--- config.mk ---
export PLATFORM = sky130hd
export DESIGN_NAME = fdd_ctl_latch
export DESIGN_NICKNAME = d
export VERILOG_FILES = /design/src/rtl/fdd_ctl_pkg.sv /design/src/rtl/fdd_sel_prio.sv /design/src/rtl/fdd_drive_latch.sv /design/src/rtl/fdd_ctrl_latch.sv /design/src/rtl/fdd_ctl_latch.sv
export SDC_FILE = /design/constraint.sdc
export NUM_CORES = 1
export LEC_CHECK = 0
export CAP_MARGIN = 20
export CELL_PAD_IN_SITES_DETAIL_PLACEMENT = 1
export CELL_PAD_IN_SITES_GLOBAL_PLACEMENT = 2
export CORE_ASPECT_RATIO = 0.8
export CORE_UTILIZATION = 18
export DETAILED_ROUTE_END_ITERATION = 10
export GPL_ROUTABILITY_DRIVEN = 0
export GPL_TIMING_DRIVEN = 0
export MAX_ROUTING_LAYER = met4
export PLACE_DENSITY_LB_ADDON = 0.1
export SLEW_MARGIN = 20
export SYNTH_ARGS = -nofsm -noshare
export SYNTH_HDL_FRONTEND = slang
export SYNTH_SLANG_ARGS = --single-unit
export TNS_END_PERCENT = 1
--- constraint.sdc ---
create_clock -name clk -period 1.13 [get_ports clk]
set_clock_uncertainty 0.2 [all_clocks]
set_input_delay 0.2825 -clock clk [delete_from_list [all_inputs] [get_ports clk]]
set_output_delay 0.2825 -clock clk [all_outputs]
set_load 0.005 [all_outputs]
--- src/rtl/fdd_ctl_pkg.sv ---
package fdd_ctl_pkg;
  typedef enum logic {
    REG_DRIVE = 1'b0,
    REG_CTRL  = 1'b1
  } reg_sel_e;
endpackage

--- src/rtl/fdd_sel_prio.sv ---
module fdd_sel_prio #(
  parameter int N = 3
) (
  input  logic [N-1:0] req,
  output logic [N-1:0] grant
);
  genvar i;
  generate
    for (i = 0; i < N; i++) begin : g_lane
      if (i == N-1) begin : g_top
        assign grant[i] = req[i];
      end else begin : g_low
        assign grant[i] = req[i] & ~(|req[N-1:i+1]);
      end
    end
  endgenerate
endmodule

--- src/rtl/fdd_drive_latch.sv ---
module fdd_drive_latch #(
  parameter int DATA_W     = 8,
  parameter int NUM_DRIVES = 3,
  parameter int MOTOR_BIT  = 3
) (
  input  logic                  clk,
  input  logic                  rst,
  input  logic                  wr,
  input  logic [DATA_W-1:0]     data,
  output logic [NUM_DRIVES-1:0] drv_sel,
  output logic                  motor_on_n
);
  localparam logic [NUM_DRIVES-1:0] TOP_ONLY = NUM_DRIVES'(1) << (NUM_DRIVES-1);

  logic [NUM_DRIVES-1:0] grant;
  logic unused_hi;
  assign unused_hi = ^data[DATA_W-1:MOTOR_BIT+1];

  fdd_sel_prio #(.N(NUM_DRIVES)) u_prio (
    .req   (data[NUM_DRIVES-1:0]),
    .grant (grant)
  );

  always_ff @(posedge clk) begin
    if (rst) begin
      drv_sel    <= '0;
      motor_on_n <= 1'b1;
    end else if (wr) begin
      drv_sel    <= grant;
      motor_on_n <= (|grant) ? ~data[MOTOR_BIT] : 1'b1;
    end
  end

  AST_HIGH_WINS: assert property (@(posedge clk) disable iff (rst)
    wr && data[NUM_DRIVES-1] |=> drv_sel == TOP_ONLY);
  AST_NONE_SEL: assert property (@(posedge clk) disable iff (rst)
    wr && (data[NUM_DRIVES-1:0] == '0) |=> drv_sel == '0);
  AST_MOTOR_IDLE: assert property (@(posedge clk) disable iff (rst)
    (drv_sel == '0) |-> motor_on_n);
  AST_SEL_HOLD: assert property (@(posedge clk) disable iff (rst)
    !wr |=> $stable(drv_sel) && $stable(motor_on_n));
endmodule

--- src/rtl/fdd_ctrl_latch.sv ---
module fdd_ctrl_latch #(
  parameter int DATA_W  = 8,
  parameter int RST_BIT = 0,
  parameter int DEN_BIT = 1,
  parameter int AUX_LO  = 2
) (
  input  logic                     clk,
  input  logic                     rst,
  input  logic                     wr,
  input  logic [DATA_W-1:0]        data,
  output logic                     fdc_reset,
  output logic                     density,
  output logic [DATA_W-AUX_LO-1:0] aux
);
  always_ff @(posedge clk) begin
    if (rst) begin
      fdc_reset <= 1'b1;
      density   <= 1'b0;
      aux       <= '0;
    end else if (wr) begin
      fdc_reset <= ~data[RST_BIT];
      density   <= data[DEN_BIT];
      aux       <= data[DATA_W-1:AUX_LO];
    end
  end

  AST_RST_HOLD: assert property (@(posedge clk) disable iff (rst)
    !wr |=> $stable(fdc_reset));
  AST_RST_RELEASE: assert property (@(posedge clk) disable iff (rst)
    wr && data[RST_BIT] |=> !fdc_reset);
  AST_DEN_FOLLOW: assert property (@(posedge clk) disable iff (rst)
    wr |=> density == $past(data[DEN_BIT]));
endmodule

--- src/rtl/fdd_ctl_latch.sv ---
module fdd_ctl_latch
  import fdd_ctl_pkg::*;
#(
  parameter int DATA_W     = 8,
  parameter int NUM_DRIVES = 3,
  parameter int MOTOR_BIT  = 3,
  parameter int AUX_LO     = 2
) (
  input  logic                     clk,
  input  logic                     rst,
  input  logic                     wr_en,
  input  logic                     wr_sel,
  input  logic [DATA_W-1:0]        wr_data,
  output logic [NUM_DRIVES-1:0]    drv_sel,
  output logic                     motor_on_n,
  output logic                     fdc_reset,
  output logic                     density,
  output logic [DATA_W-AUX_LO-1:0] head_ctl
);
  logic wr_drive, wr_ctrl;
  assign wr_drive = wr_en && (reg_sel_e'(wr_sel) == REG_DRIVE);
  assign wr_ctrl  = wr_en && (reg_sel_e'(wr_sel) == REG_CTRL);

  fdd_drive_latch #(
    .DATA_W(DATA_W), .NUM_DRIVES(NUM_DRIVES), .MOTOR_BIT(MOTOR_BIT)
  ) u_drive (
    .clk(clk), .rst(rst), .wr(wr_drive), .data(wr_data),
    .drv_sel(drv_sel), .motor_on_n(motor_on_n)
  );

  fdd_ctrl_latch #(
    .DATA_W(DATA_W), .RST_BIT(0), .DEN_BIT(1), .AUX_LO(AUX_LO)
  ) u_ctrl (
    .clk(clk), .rst(rst), .wr(wr_ctrl), .data(wr_data),
    .fdc_reset(fdc_reset), .density(density), .aux(head_ctl)
  );

  AST_RESET_STATE: assert property (@(posedge clk)
    rst |=> fdc_reset && (drv_sel == '0) && motor_on_n);
  AST_CTRL_ISOLATED: assert property (@(posedge clk) disable iff (rst)
    wr_drive |=> $stable(fdc_reset) && $stable(density) && $stable(head_ctl));
endmodule

==> flow_summary.ini <==
[route]
ant_nets = 0
wl_per_cell_um = 10.8
avgViaCountPerCell = 3.95
drc = 0
first_pass_iters = 2
drt_wl_total_mm = 1.23
drtIter0Drc = 5
vias = 450

[critical_path]
rr_endpoint = u_ctrl.fdc_reset
rrSetupSlack_ns = 0.27
worstPathBufferInverterCount = 1
crit_fanout = 2
worstPathRequired_ns = 0.65
worstSetupPathType = flip-flop to primary output
arrival_ns = 0.71
worstSetupStartpointType = flip-flop
cp_slowest_stage_delay_ns = 0.33
crit_slowest_cell = dfxtp_2
reg2reg_depth = 1
crit_family = flip-flops
critPathCaptureType = primary output
r2r_start = u_ctrl.fdc_reset
crit_chain = buf_6

[timing]
rsz0062_at_grt = yes
whs_ns = 0.103
worst_slew_pin_slew_ns = 0.174
slew_viol_final = 0
finalCritPeriodShare_pct = 105
clock.fmax_ghz = 0.841
slew_headroom_pct = 88.4
period_minus_slack_ns = 1.19
setup_viol = 12
hold_viol_final = 0
worst_slack_ns = -0.0587

[synth]
synth_common_cells = 12 x dfxtp_1, 11 x nand2_1, 10 x a21oi_1
syn_nets = 66
yosysSeqAreaShare_pct = 51.1
synthCells = 54
synthFlopType = dfxtp_1
yosysWarnings = 0
yosys_register_bits = 12
synth.distinct_cells = 15
yosys-top-cells-area = dfxtp_1 51%, a21oi_1 11%, nand2_1 8.8%
synth-edff-count = 0
syn-cell-area_um2 = 470
synth.most_common_cell = dfxtp_1
yosysTopAreaCellShare_pct = 51.1
postSynthAreaPerCell_um2 = 8.71
netlist.top_cell.by_area = dfxtp_1
async_flop_share_pct = 0

[die]
ios = 24
core_area_mm2 = 0.00246
start_util_pct = 19.1
die_area_mm2 = 0.00282
num_rows = 16
fp.dieH_um = 47.7
die_w_um = 59.2

[power]
swShare_pct = 24.1
leakage_nw = 0.302
power.net_switching_mw = 0.202
seq_power_share_pct = 54.0
ir_worst_vdd_v = 0.000377
comb_power_share_pct = 15.2
p_int_mw = 0.637
p_clk_share_pct = 30.8
cellPowerDensity_mw_per_mm2 = 1150

[hold_path]
hold_depth = 3
hold_path.class = primary input to flip-flop
min_to = u_ctrl.aux[4]
hp-start = wr_en

[grt]
antenna_found_initial = 0
grt_pass1_wl_mm = 1.88
grt_usage_pct = 10.3
grt_max_degree = 11
grt_pass1_vias = 374
grt_remaining_overflow = 0

[finish]
area_delta_synth_final_pct = 54.8
n_antenna_cell = 0
drive_above_1_share_pct = 41.0
stdcell_area_um2 = 728
fin_nets = 92
post-route-util_pct = 29.6

[clocking]
cts_root_buf = clkbuf_4
cts_tree = yes
clock-sinks = 12
ctsHoldBuffers = 0
cts_buffers = 3
clkLatencyLatePin_ns = 0.27
clk_pin_slew_worst_paths_ns = 0.07
h-tree-depth = 1
clockBufferDepth = 2

[placed_design]
port_buffers = 21
hpwl_um = 925
dpl_worst_slack_ns = -0.503
dpl_cell_area_um2 = 726

[status]
violations = negative setup slack
outcome = finished, violations left

[flow_run]
cap_violations = 0
==> registers in the layout, indices dropped and copies added (netlist names) <==
register,cells
u_ctrl.fdc_reset,1
u_ctrl.aux,6
u_drive.motor_on_n,1
u_drive.drv_sel,3
u_ctrl.density,1
==> tightest hold or removal path: stages <==
cell and delay, ns:
buf_6 0.12, nand3_1 0.08, a21oi_1 0.05
==> layer usage <==
layer / vias up / GRT usage (%) / wire length, µm
met5: - / - / 0
met4: 0 / 4.29 / 12
met3: 2 / 5.68 / 67
met2: 11 / 13.6 / 511
met1: 203 / 12.7 / 635
li1: 234 / - / -
==> power by group through the flow <==
stage	Sequential, mW	Combinational [mW]	Clock [mW]
finish	0.453	0.127	0.259
global route	0.456	0.142	0.295
CTS	0.453	0.125	0.277
detailed placement	0.460	0.145	0
global placement	0.460	0.144	0
floorplan	0.462	0.0550	0
==> through the flow <==
stage / setup TNS [ns] / power [mW] / std cells
finish: -0.618 / 0.840 / 114
global route: -1.06 / 0.893 / 114
CTS: -0.848 / 0.855 / 114
detailed placement: -7.57 / 0.604 / 111
global placement: -7.67 / 0.604 / 111
floorplan: 0 / 0.517 / 54
==> final cells by class <==
class,instances,area (µm²)
Buffer,3,26.3
Clock buffer,3,22.5
Fill cell,303,1730
Multi-Input combinational cell,39,208
Sequential cell,12,255
Tap cell,36,45.0
Timing Repair Buffer,21,171
==> cell usage in the layout, fill, tap and decap left out <==
cell	netlist	final
a211o_1	1	1
a21oi_1	10	10
buf_2	0	8
buf_4	1	1
buf_6	1	5
clkbuf_4	0	4
clkdlybuf4s50_1	0	6
dfxtp_2	0	12
dlygate4sd2_1	0	3
nand2_1	11	11
nand2_4	1	1
nand2b_1	1	1
nand3_1	8	8
nand3b_1	1	1
nor2_1	3	3
nor2b_4	1	1
o21bai_1	1	1
o311a_1	1	1
==> cell families after synthesis <==
family	after synthesis	share of synthesized area, %
DFF	12	51.1
AOI/OAI and AO/OA	13	16.2
buffers and inverters	3	4.79
and+or+nand+nor	26	27.9
==> timing repair <==
action                     in CTS  in global routing
resized for setup              65                  4
setup endpoints to repair      24                 12
pin swaps                       0                  0
buffers inserted                0                  0
==> worst max-delay path by stage <==
stage                            end  cells after the start          start  slack, ns
global route             head_ctl[1]                      1  u_ctrl.aux[1]       -0.1
finish                   head_ctl[1]                      1  u_ctrl.aux[1]      -0.06
floorplan           u_ctrl.fdc_reset                      4         wr_sel      0.002
detailed placement     u_ctrl.aux[1]                      3            rst      -0.50
global placement       u_ctrl.aux[2]                      3            rst      -0.51
CTS                      head_ctl[1]                      1  u_ctrl.aux[1]      -0.08
Note: power is estimated with default switching activity, not from simulation.
